## src/rtl/twr_pkg.sv

```systemverilog
package twr_pkg;

  // R/W flag value that selects a read in the address frame
  localparam logic RW_READ = 1'b1;

  typedef enum logic [3:0] {
    ST_IDLE,
    ST_ADDR,
    ST_ACK1_WAIT,
    ST_ACK1,
    ST_INDEX,
    ST_ACK2_WAIT,
    ST_ACK2,
    ST_DATA,
    ST_PASS
  } twr_state_e;

endpackage

```

## src/rtl/twr_sync.sv

```systemverilog
module twr_sync #(
  parameter int W      = 2,
  parameter int STAGES = 2
) (
  input  logic         clk,
  input  logic         rst_n,
  input  logic [W-1:0] raw,
  output logic [W-1:0] lvl,
  output logic [W-1:0] rise,
  output logic [W-1:0] fall
);

  logic [W-1:0] stg [STAGES];
  logic [W-1:0] prev;

  always_ff @(posedge clk or negedge rst_n) begin
    if (!rst_n) begin
      for (int i = 0; i < STAGES; i++) stg[i] <= '1;
      prev <= '1;
    end else begin
      stg[0] <= raw;
      for (int i = 1; i < STAGES; i++) stg[i] <= stg[i-1];
      prev <= stg[STAGES-1];
    end
  end

  assign lvl = stg[STAGES-1];

  for (genvar b = 0; b < W; b++) begin : g_edge
    assign rise[b] = lvl[b] & ~prev[b];
    assign fall[b] = ~lvl[b] & prev[b];
  end

endmodule

```

## src/rtl/twr_regfile.sv

```systemverilog
module twr_regfile #(
  parameter int IDX_W  = 7,
  parameter int DATA_W = 8
) (
  input  logic              clk,
  input  logic              we,
  input  logic [IDX_W-1:0]  wr_idx,
  input  logic [DATA_W-1:0] wr_data,
  input  logic [IDX_W-1:0]  rd_idx,
  output logic [DATA_W-1:0] rd_data
);

  localparam int DEPTH = 1 << IDX_W;

  logic [DATA_W-1:0] mem [DEPTH];

  always_ff @(posedge clk) begin
    if (we) mem[wr_idx] <= wr_data;
  end

  assign rd_data = mem[rd_idx];

endmodule

```

## src/rtl/twr_ctrl.sv

```systemverilog
module twr_ctrl
  import twr_pkg::*;
#(
  parameter int                ADDR_W   = 7,
  parameter int                IDX_W    = 7,
  parameter int                DATA_W   = 8,
  parameter logic [ADDR_W-1:0] DEV_ADDR = '0
) (
  input  logic              clk,
  input  logic              rst_n,
  input  logic              scl_rise,
  input  logic              scl_fall,
  input  logic              ev_start,
  input  logic              ev_stop,
  input  logic              sda_bit,
  input  logic [DATA_W-1:0] rd_data,
  output logic [IDX_W-1:0]  rd_idx,
  output logic              sda_oe,
  output logic              sda_do
);

  localparam int FRAME_W  = ADDR_W + 1;
  localparam int MAX_A    = (FRAME_W > IDX_W) ? FRAME_W : IDX_W;
  localparam int MAX_BITS = (MAX_A > DATA_W) ? MAX_A : DATA_W;
  localparam int CNT_W    = $clog2(MAX_BITS);

  twr_state_e         st;
  logic [CNT_W-1:0]   cnt;
  logic [FRAME_W-1:0] rx;
  logic [DATA_W-1:0]  tx;
  logic [IDX_W-1:0]   idx_q;
  logic [FRAME_W-1:0] rx_next;

  function automatic logic [FRAME_W-1:0] shift_in(input logic [FRAME_W-1:0] cur, input logic b);
    return {cur[FRAME_W-2:0], b};
  endfunction

  function automatic logic frame_selects(input logic [FRAME_W-1:0] f);
    return (f[FRAME_W-1:1] == DEV_ADDR) && (f[0] == RW_READ);
  endfunction

  function automatic logic last_bit(input logic [CNT_W-1:0] c, input int width);
    return c == CNT_W'(width - 1);
  endfunction

  assign rx_next = shift_in(rx, sda_bit);
  assign rd_idx  = idx_q;

  always_ff @(posedge clk or negedge rst_n) begin
    if (!rst_n) begin
      st     <= ST_IDLE;
      cnt    <= '0;
      rx     <= '0;
      tx     <= '0;
      idx_q  <= '0;
      sda_oe <= 1'b0;
      sda_do <= 1'b0;
    end else if (ev_start || ev_stop) begin
      sda_oe <= 1'b0;
      sda_do <= 1'b0;
      cnt    <= '0;
      rx     <= '0;
      st     <= (ev_start && st == ST_IDLE) ? ST_ADDR : ST_IDLE;
    end else begin
      unique case (st)
        ST_IDLE: ;
        ST_ADDR: if (scl_rise) begin
          rx  <= rx_next;
          cnt <= cnt + 1'b1;
          if (last_bit(cnt, FRAME_W)) begin
            cnt <= '0;
            st  <= frame_selects(rx_next) ? ST_ACK1_WAIT : ST_PASS;
          end
        end
        ST_ACK1_WAIT: if (scl_fall) begin
          sda_oe <= 1'b1;
          sda_do <= 1'b1;
          st     <= ST_ACK1;
        end
        ST_ACK1: if (scl_fall) begin
          sda_oe <= 1'b0;
          sda_do <= 1'b0;
          rx     <= '0;
          st     <= ST_INDEX;
        end
        ST_INDEX: if (scl_rise) begin
          rx  <= rx_next;
          cnt <= cnt + 1'b1;
          if (last_bit(cnt, IDX_W)) begin
            cnt   <= '0;
            idx_q <= rx_next[IDX_W-1:0];
            st    <= ST_ACK2_WAIT;
          end
        end
        ST_ACK2_WAIT: if (scl_fall) begin
          sda_oe <= 1'b1;
          sda_do <= 1'b1;
          st     <= ST_ACK2;
        end
        ST_ACK2: if (scl_fall) begin
          tx     <= rd_data << 1;
          sda_oe <= 1'b1;
          sda_do <= rd_data[DATA_W-1];
          cnt    <= '0;
          st     <= ST_DATA;
        end
        ST_DATA: if (scl_fall) begin
          if (last_bit(cnt, DATA_W)) begin
            sda_oe <= 1'b0;
            sda_do <= 1'b0;
            st     <= ST_PASS;
          end else begin
            sda_do <= tx[DATA_W-1];
            tx     <= tx << 1;
            cnt    <= cnt + 1'b1;
          end
        end
        ST_PASS: ;
        default: st <= ST_IDLE;
      endcase
    end
  end

endmodule

```

## src/rtl/twire_reg_reader.sv

```systemverilog
module twire_reg_reader #(
  parameter int                ADDR_W      = 7,
  parameter int                IDX_W       = 7,
  parameter int                DATA_W      = 8,
  parameter int                SYNC_STAGES = 2,
  parameter logic [ADDR_W-1:0] DEV_ADDR    = 7'h50
) (
  input  logic              clk,
  input  logic              rst_n,
  input  logic              scl_in,
  input  logic              sda_in,
  input  logic              pre_we,
  input  logic [IDX_W-1:0]  pre_idx,
  input  logic [DATA_W-1:0] pre_data,
  output logic              sda_oe,
  output logic              sda_do
);

  localparam int L_SCL = 0;
  localparam int L_SDA = 1;

  logic [1:0] lvl, rise, fall;

  // named bus events, also observed by the bound checker
  logic scl_lvl, scl_rise, scl_fall, sda_lvl, ev_start, ev_stop;

  logic [IDX_W-1:0]  rd_idx;
  logic [DATA_W-1:0] rd_data;

  twr_sync #(.W(2), .STAGES(SYNC_STAGES)) u_sync (
    .clk   (clk),
    .rst_n (rst_n),
    .raw   ({sda_in, scl_in}),
    .lvl   (lvl),
    .rise  (rise),
    .fall  (fall)
  );

  assign scl_lvl  = lvl[L_SCL];
  assign scl_rise = rise[L_SCL];
  assign scl_fall = fall[L_SCL];
  assign sda_lvl  = lvl[L_SDA];
  assign ev_start = fall[L_SDA] & scl_lvl & ~scl_rise;
  assign ev_stop  = rise[L_SDA] & scl_lvl & ~scl_rise;

  twr_regfile #(.IDX_W(IDX_W), .DATA_W(DATA_W)) u_regs (
    .clk     (clk),
    .we      (pre_we),
    .wr_idx  (pre_idx),
    .wr_data (pre_data),
    .rd_idx  (rd_idx),
    .rd_data (rd_data)
  );

  twr_ctrl #(
    .ADDR_W   (ADDR_W),
    .IDX_W    (IDX_W),
    .DATA_W   (DATA_W),
    .DEV_ADDR (DEV_ADDR)
  ) u_ctrl (
    .clk      (clk),
    .rst_n    (rst_n),
    .scl_rise (scl_rise),
    .scl_fall (scl_fall),
    .ev_start (ev_start),
    .ev_stop  (ev_stop),
    .sda_bit  (sda_lvl),
    .rd_data  (rd_data),
    .rd_idx   (rd_idx),
    .sda_oe   (sda_oe),
    .sda_do   (sda_do)
  );

endmodule

```

## config.mk

```make
export PLATFORM = sky130hd
export DESIGN_NAME = twire_reg_reader
export DESIGN_NICKNAME = d
export VERILOG_FILES = /design/src/rtl/twr_pkg.sv /design/src/rtl/twr_sync.sv /design/src/rtl/twr_regfile.sv /design/src/rtl/twr_ctrl.sv /design/src/rtl/twire_reg_reader.sv
export SDC_FILE = /design/constraint.sdc
export NUM_CORES = 1
export LEC_CHECK = 0
export ABC_CLOCK_PERIOD_IN_PS = 2800
export BUFFER_PORTS_ARGS = -buffer_cell sky130_fd_sc_hd__buf_2
export CAP_MARGIN = 20
export CORE_MARGIN = 4
export CORE_UTILIZATION = 40
export CTS_CLUSTER_DIAMETER = 50
export CTS_CLUSTER_SIZE = 24
export DETAILED_ROUTE_END_ITERATION = 12
export PLACE_DENSITY_LB_ADDON = 0.3
export REMOVE_ABC_BUFFERS = 1
export SETUP_SLACK_MARGIN = 0.05
export SLEW_MARGIN = 20
export SYNTH_ARGS = -nofsm -noshare
export SYNTH_HDL_FRONTEND = slang
export SYNTH_SLANG_ARGS = --single-unit
```

## constraint.sdc

```tcl
create_clock -name clk -period 2.8 [get_ports clk]
set_input_delay 0.14 -clock clk [delete_from_list [all_inputs] [get_ports clk]]
set_output_delay 0.14 -clock clk [all_outputs]
set_load 0.005 [all_outputs]
```

Word-level counts from Yosys, hierarchy flattened
Memories as Yosys holds them, arrays and structs flattened.
Index checks and enable logic that the tools add are counted.
- bits in latches: 0
- register bits: 37
- output and inout bits: 2
- input bits: 20
- bits in writable memories: 1024
- bits in read-only memories: 0
- logic and storage cells: 119
- memories: 1
- shift-type cells: 0
- multiply operators: 0
- add/sub/neg operators: 1
- bitwise operators: 14
- magnitude comparators: 0
- equal/unequal tests: 29
- multiplexer cells: 44
- divide/modulo/power cells: 0
- reductions and logical operators: 20
- memory list (memory ; depth ; bits a word ; rd ports ; clocked after memory_dff ; write ports ; RTL line ; text):
    u_regs.mem ; 128 ; 8 ; 1 ; 0 ; 1 ; twr_regfile.sv:15 ; logic [DATA_W-1:0] mem [DEPTH];
- operators with widths (kind ; count):
    4-bit 2-to-1 mux ; 12
    4-bit one-hot mux with 8 select lines ; 1
    3-bit 2-to-1 mux ; 8
    8-bit 2-to-1 mux ; 3
    3-bit by 2-bit != test with 1-bit output (second input constant) ; 8
    7-bit 2-to-1 mux ; 3
    3-bit by 1-bit != test with 1-bit output (second input constant) ; 6
    4-bit by 3-bit == test with 1-bit output (second input constant) ; 4
    8-bit one-hot mux with 2 select lines ; 1
    5-bit AND reduction ; 3
    7-bit one-hot mux with 2 select lines ; 1
    1-bit 2-to-1 mux ; 12
    3-bit one-hot mux with 4 select lines ; 1
    11-bit AND reduction ; 1
    5-bit nonzero test ; 2
    1-bit AND ; 8
    4-bit by 2-bit == test with 1-bit output (second input constant) ; 2
    7-bit == test (second input constant) ; 1
    3-bit == test (second input constant) ; 2
    2-bit != test (second input constant) ; 3
    1-bit inverter ; 6
    6-bit AND reduction ; 1
    2-bit OR reduction ; 3
    4-bit by 1-bit == test with 1-bit output (second input constant) ; 1
    14 further kinds ; 15

Longest topological paths before layout
- word-level depth: 7
- gate-level depth with buffers: 12
- mapped depth without buffers: 8

Modules after synthesis
A second synthesis with hierarchy kept.
- cells, all modules: 1819
- area, all modules: 41397.2 µm²
- by module, submodules not included (module ; cells each ; area an instance (µm²) ; sequential area each (µm²) ; times used):
    twr_regfile ; 1627 ; 39505.4 ; 30749.5 ; 1
    twr_ctrl ; 178 ; 1666.6 ; 750.7 ; 1
    twr_sync ; 12 ; 207.7 ; 157.7 ; 1
    twire_reg_reader ; 2 ; 17.5 ; 0.0 ; 1

Worst setup path after synthesis
OpenSTA, ideal clock, no wires.
- path type: flip-flop to flip-flop
- start point: reg u_ctrl.idx_q[1], in the netlist u_ctrl.rd_idx[1]
- end point: reg u_ctrl.sda_do
- clock period less this slack: 2.565 ns
- data required time: 2.669 ns
- path buffers: 3
- cell stages (with the launch flop): 10
- path slack: 0.235 ns
- arrival: 2.434 ns
- library setup time: 0.131 ns
- path through: dfrtp_1 -> buf_2 -> buf_2 -> clkbuf_1 -> mux4_2 -> mux4_2 -> mux2i_1 -> nor3_1 -> a2111oi_0 -> o21ai_1
- cells in the longest elaborated chain, start to end: 4
- RTL lines (element ; RTL line ; text):
    start, declared ; twr_ctrl.sv:31 ; logic [IDX_W-1:0] idx_q;
    start signal, assigned ; twr_ctrl.sv:91 ; idx_q <= rx_next[IDX_W-1:0];
    memory 128 x 8 bit ; - ;
    1-bit 2-to-1 mux ; twr_ctrl.sv:100 ; ST_ACK2: if (scl_fall) begin
    1-bit one-hot mux with 4 select lines ; twr_ctrl.sv:65 ; unique case (st)
    1-bit 2-to-1 mux ; twr_ctrl.sv:58 ; end else if (ev_start || ev_stop) begin
    end signal, assigned ; twr_ctrl.sv:103 ; sda_do <= rd_data[DATA_W-1];
    end signal, assigned ; twr_ctrl.sv:113 ; sda_do <= tx[DATA_W-1];
    end, declared ; twr_ctrl.sv:19 ; output logic sda_do
Every way passes these cells. The select of a mux whose other input is x is not followed.
A chain may end at the register's enable or synchronous reset.

Worst setup path after layout
- start point: reg u_ctrl.idx_q[0], in the netlist u_ctrl.rd_idx[0]
- end point: reg u_ctrl.tx[1]
- cells in the longest elaborated chain, start to end: 3
- RTL lines (element ; RTL line ; text):
    memory 128 x 8 bit ; - ;
    8-bit 2-to-1 mux ; twr_ctrl.sv:100 ;
    8-bit one-hot mux with 2 select lines ; twr_ctrl.sv:65 ;
    end signal, assigned ; twr_ctrl.sv:101 ; tx <= rd_data << 1;
    end signal, assigned ; twr_ctrl.sv:114 ; tx <= tx << 1;
    end, declared ; twr_ctrl.sv:30 ; logic [DATA_W-1:0] tx;
Every way passes these cells. The select of a mux whose other input is x is not followed.

==> run_results.csv <==
group,metric,value,unit
finish,area_delta_synth_final,18.7,%
logic_synthesis,ys_top_cells_by_count,"1024 x edfxtp_1, 258 x mux4_2, 154 x nor2_1",
outcome,violations,"setup timing",
grt,grtUsageTotal,18.8,%
clocking,clk_pin_slew,0.08,ns
critical_path,r2r_start,"u_ctrl.rd_idx[0]$_DFFE_PN0P_",
job,maxCapViolCount,0,
floorplan,die-height,331,um
finish,drive_gt1_share,34.1,%
clocking,cts.sinks,1060,
timing,setup_slack,-0.0957,ns
clocking,cts_tree,"yes",
grt,antenna_found_initial,4,
finish,antenna_cells,0,
timing,tightestPinTransition,1.14,ns
routing,drt_iter0_drc,2329,
timing,period_share,103,%
clocking,clock_latency,0.67,ns
grt,grt_max_degree,97,
logic_synthesis,synth-edff-count,1024,
finish,final_cell_area,0.0494,sq mm
finish,seqCellArea,0.0317,sq mm
critical_path,crit_start,"u_ctrl.rd_idx[0]$_DFFE_PN0P_",
outcome,status,"finished with violations",
critical_path,worstPathMaxFanout,11,
timing,tns,-0.407,ns
logic_synthesis,yosys_warnings,0,
critical_path,worstPathArrival,3.50,ns
finish,multi_input_area,0.00957,sq mm
floorplan,die_area,0.109,sq mm
critical_path,cp-end-kind,"flop",
logic_synthesis,synthCells,2005,
timing,max_slew_margin,23.6,%
routing,wl_per_cell,27.3,um
placed_design,place_area,0.0452,sq mm
logic_synthesis,ys_seq_area_share,76.0,%
logic_synthesis,synth_area,0.0416,sq mm
worst_hold_path,hold_class,"in -> reg",
critical_path,rr_worst_depth,10,
timing,timing_max_transition_violations_final,0,
finish,n_fill_cell,8346,
critical_path,cp.required,3.40,ns
floorplan,start_util,40.2,%
pwr,power.density,647,mW/mm^2
grt,grt-ovfl-total,0,
logic_synthesis,synth_top_area_share,73.8,%
placed_design,dp.final_hpwl,65900,um
routing,vias_per_cell,5.67,
timing,rsz0062_at_grt,"true",
logic_synthesis,synth_flop_cell,"edfxtp_1",
routing,routed_wl,103000,um
worst_hold_path,holdPathStages,1,
clocking,root_buffer,"clkbuf_16",
routing,num_vias,21396,
finish,nets,2334,
logic_synthesis,ys_ff_latch,1060,
pwr,power.leakage,0.0155,uW
timing,final-setup-viol-count,5,
logic_synthesis,netlist_top_cells_area,"edfxtp_1 74%, mux4_2 14%, dfrtp_1 1.8%, mux2i_1 1.4%, nor2_1 1.4%",
timing,hold_viol,0,
clocking,htreeDepth,3,
timing,fin_worst_skew,0.0312,ns
logic_synthesis,synth_top_cell_by_area,"edfxtp_1",
routing,detail-route-antenna-nets,0,
logic_synthesis,synth_cell_type_count,62,
critical_path,worstSetupPathType,"reg -> reg",
clocking,cts_made_buffers,96,
logic_synthesis,yosysMostFrequentCell,"edfxtp_1",
timing,fmax,345,MHz
floorplan,die_w,331,um
pwr,ir_drop,0.000437,V
floorplan,io_pins,22,
timing,hold_ws,0.0413,ns
grt,grt_pass1_wl,149000,um
timing,min_period,2.90,ns
logic_synthesis,postSynthAreaPerCell,20.8,sq um
placed_design,io_buffer_count,21,
placed_design,pre_cts_ws,-0.381,ns
critical_path,startpoint_type,"flop",
grt,first_global_vias,21393,
clocking,cts.path.max_buffers,3,
floorplan,rows,118,
placed_design,finalWeightedCongestion,0.843,
worst_hold_path,min_from,"pre_data[2]",
floorplan,core,0.103,sq mm
routing,drc,0,
finish,finish.utilization,47.8,%
logic_synthesis,async_flop_share,3.40,%
routing,dr.pass1.iters,6,
-- registers in the layout, indices dropped and copies added (netlist names) --
| signal | flops |
|---|---|
| u_ctrl.cnt | 3 |
| u_ctrl.rd_idx | 7 |
| u_ctrl.rx | 7 |
| u_ctrl.sda_do | 1 |
| u_ctrl.sda_oe | 1 |
| u_ctrl.st | 4 |
| u_ctrl.tx | 7 |
| u_regs.mem | 1024 |
| u_sync.lvl | 2 |
| u_sync.prev | 2 |
| u_sync.stg | 2 |
-- cell usage in the layout (no fill, tap or decap), drive strengths merged, types with 10 or more instances in the layout --
cell type	synthesis	routed
edfxtp	1024	1024
inv	4	31
and2	10	10
nor2b	18	18
nand2b	11	11
o21ai	19	19
mux4	258	258
o221ai	27	27
o22ai	13	13
a22oi	36	36
dfrtp	30	30
mux2i	60	60
buf	58	308
a211oi	10	10
clkbuf	52	106
nand3	17	17
nor2	154	154
nor3	15	15
mux2	18	18
nand2	51	51
clkinv	1	41
a21oi	37	37
-- path summary, 6_finish.rpt --
| check | slack (ns) | to |
|---|---|---|
| worst max-delay path | -0.1 | u_ctrl.tx[1]$_DFFE_PN0P_ |
| worst min-delay path | 0.04 | u_regs.mem[62][2]$_DFFE_PP_ |
| worst max register to register | -0.1 | u_ctrl.tx[1]$_DFFE_PN0P_ |
| worst min register to register | 0.36 | u_sync.lvl[0]$_DFF_PN1_ |
| max in group asynchronous | 2.00 | u_ctrl.rd_idx[0]$_DFFE_PN0P_ |
| min in group asynchronous | 0.13 | u_ctrl.sda_oe$_DFFE_PN0P_ |
-- through the flow --
| step | instances | total power (uW) |
|---|---|---|
| after floorplan | 1895 | 18000 |
| after global placement | 3556 | 18500 |
| after detailed placement | 3556 | 18500 |
| after CTS | 3753 | 32300 |
| after global routing | 3773 | 33000 |
| final | 3773 | 32000 |
-- power by group --
part	leakage (uW)	internal, uW	switching [uW]
registers	0.00967	17500	48.8
clock network	0.00167	7500	6320
logic	0.00412	164	477
total	0.0155	25100	6850
-- routing by layer --
layer / wire length, um / GRT usage [%]
met1: 43000 / 26.8
met2: 50600 / 30.4
met3: 6880 / 2.62
met4: 2430 / 5.36
met5: 118 / 0.621
-- logic make-up (layout without fill, tap and decap cells) --
family | count (synthesis) | after routing | share of synthesized area [%]
flip-flops | 1060 | 1060 | 76.0
multiplexers | 336 | 336 | 15.9
adder cells (fa/ha/maj) | 3 | 3 | 0.0901
AND/OR/NAND/NOR | 304 | 304 | 3.29
XOR/XNOR | 2 | 2 | 0.0421
buffers and inverters | 115 | 503 | 1.54
AO/OA/AOI/OAI | 185 | 185 | 3.15
-- layout make-up --
type                    instances  share of cell area, %
multi-input cells             830                   19.4
inverters                       5                 0.0380
clock inverters                77                   1.88
flip-flops and latches       1060                   64.1
well taps                    1380                   3.49
clock buffers                 103                   5.03
repair buffers                318                   6.14
-- critical path, cell delays in order (launching register included) --
cell and delay, ns:
dfrtp_4 0.51, buf_12 0.16, buf_12 0.14, buf_4 0.14
clkbuf_16 0.18, mux4_2 0.37, mux4_2 0.27, nor2_2 0.06
or4_1 0.41, or4_4 0.47, nand3_2 0.09
-- timing repair --
action | in CTS | in global routing
setup buffers | 7 | 19
cloned | 4 | 3
resized for setup | 33 | 44
hold buffers | 6 | 0
setup endpoints to repair | 8 | 11
endpoints found under the hold margin | 131 | 0
pin swaps | 1 | 9
(Power assumes the default switching activity.)
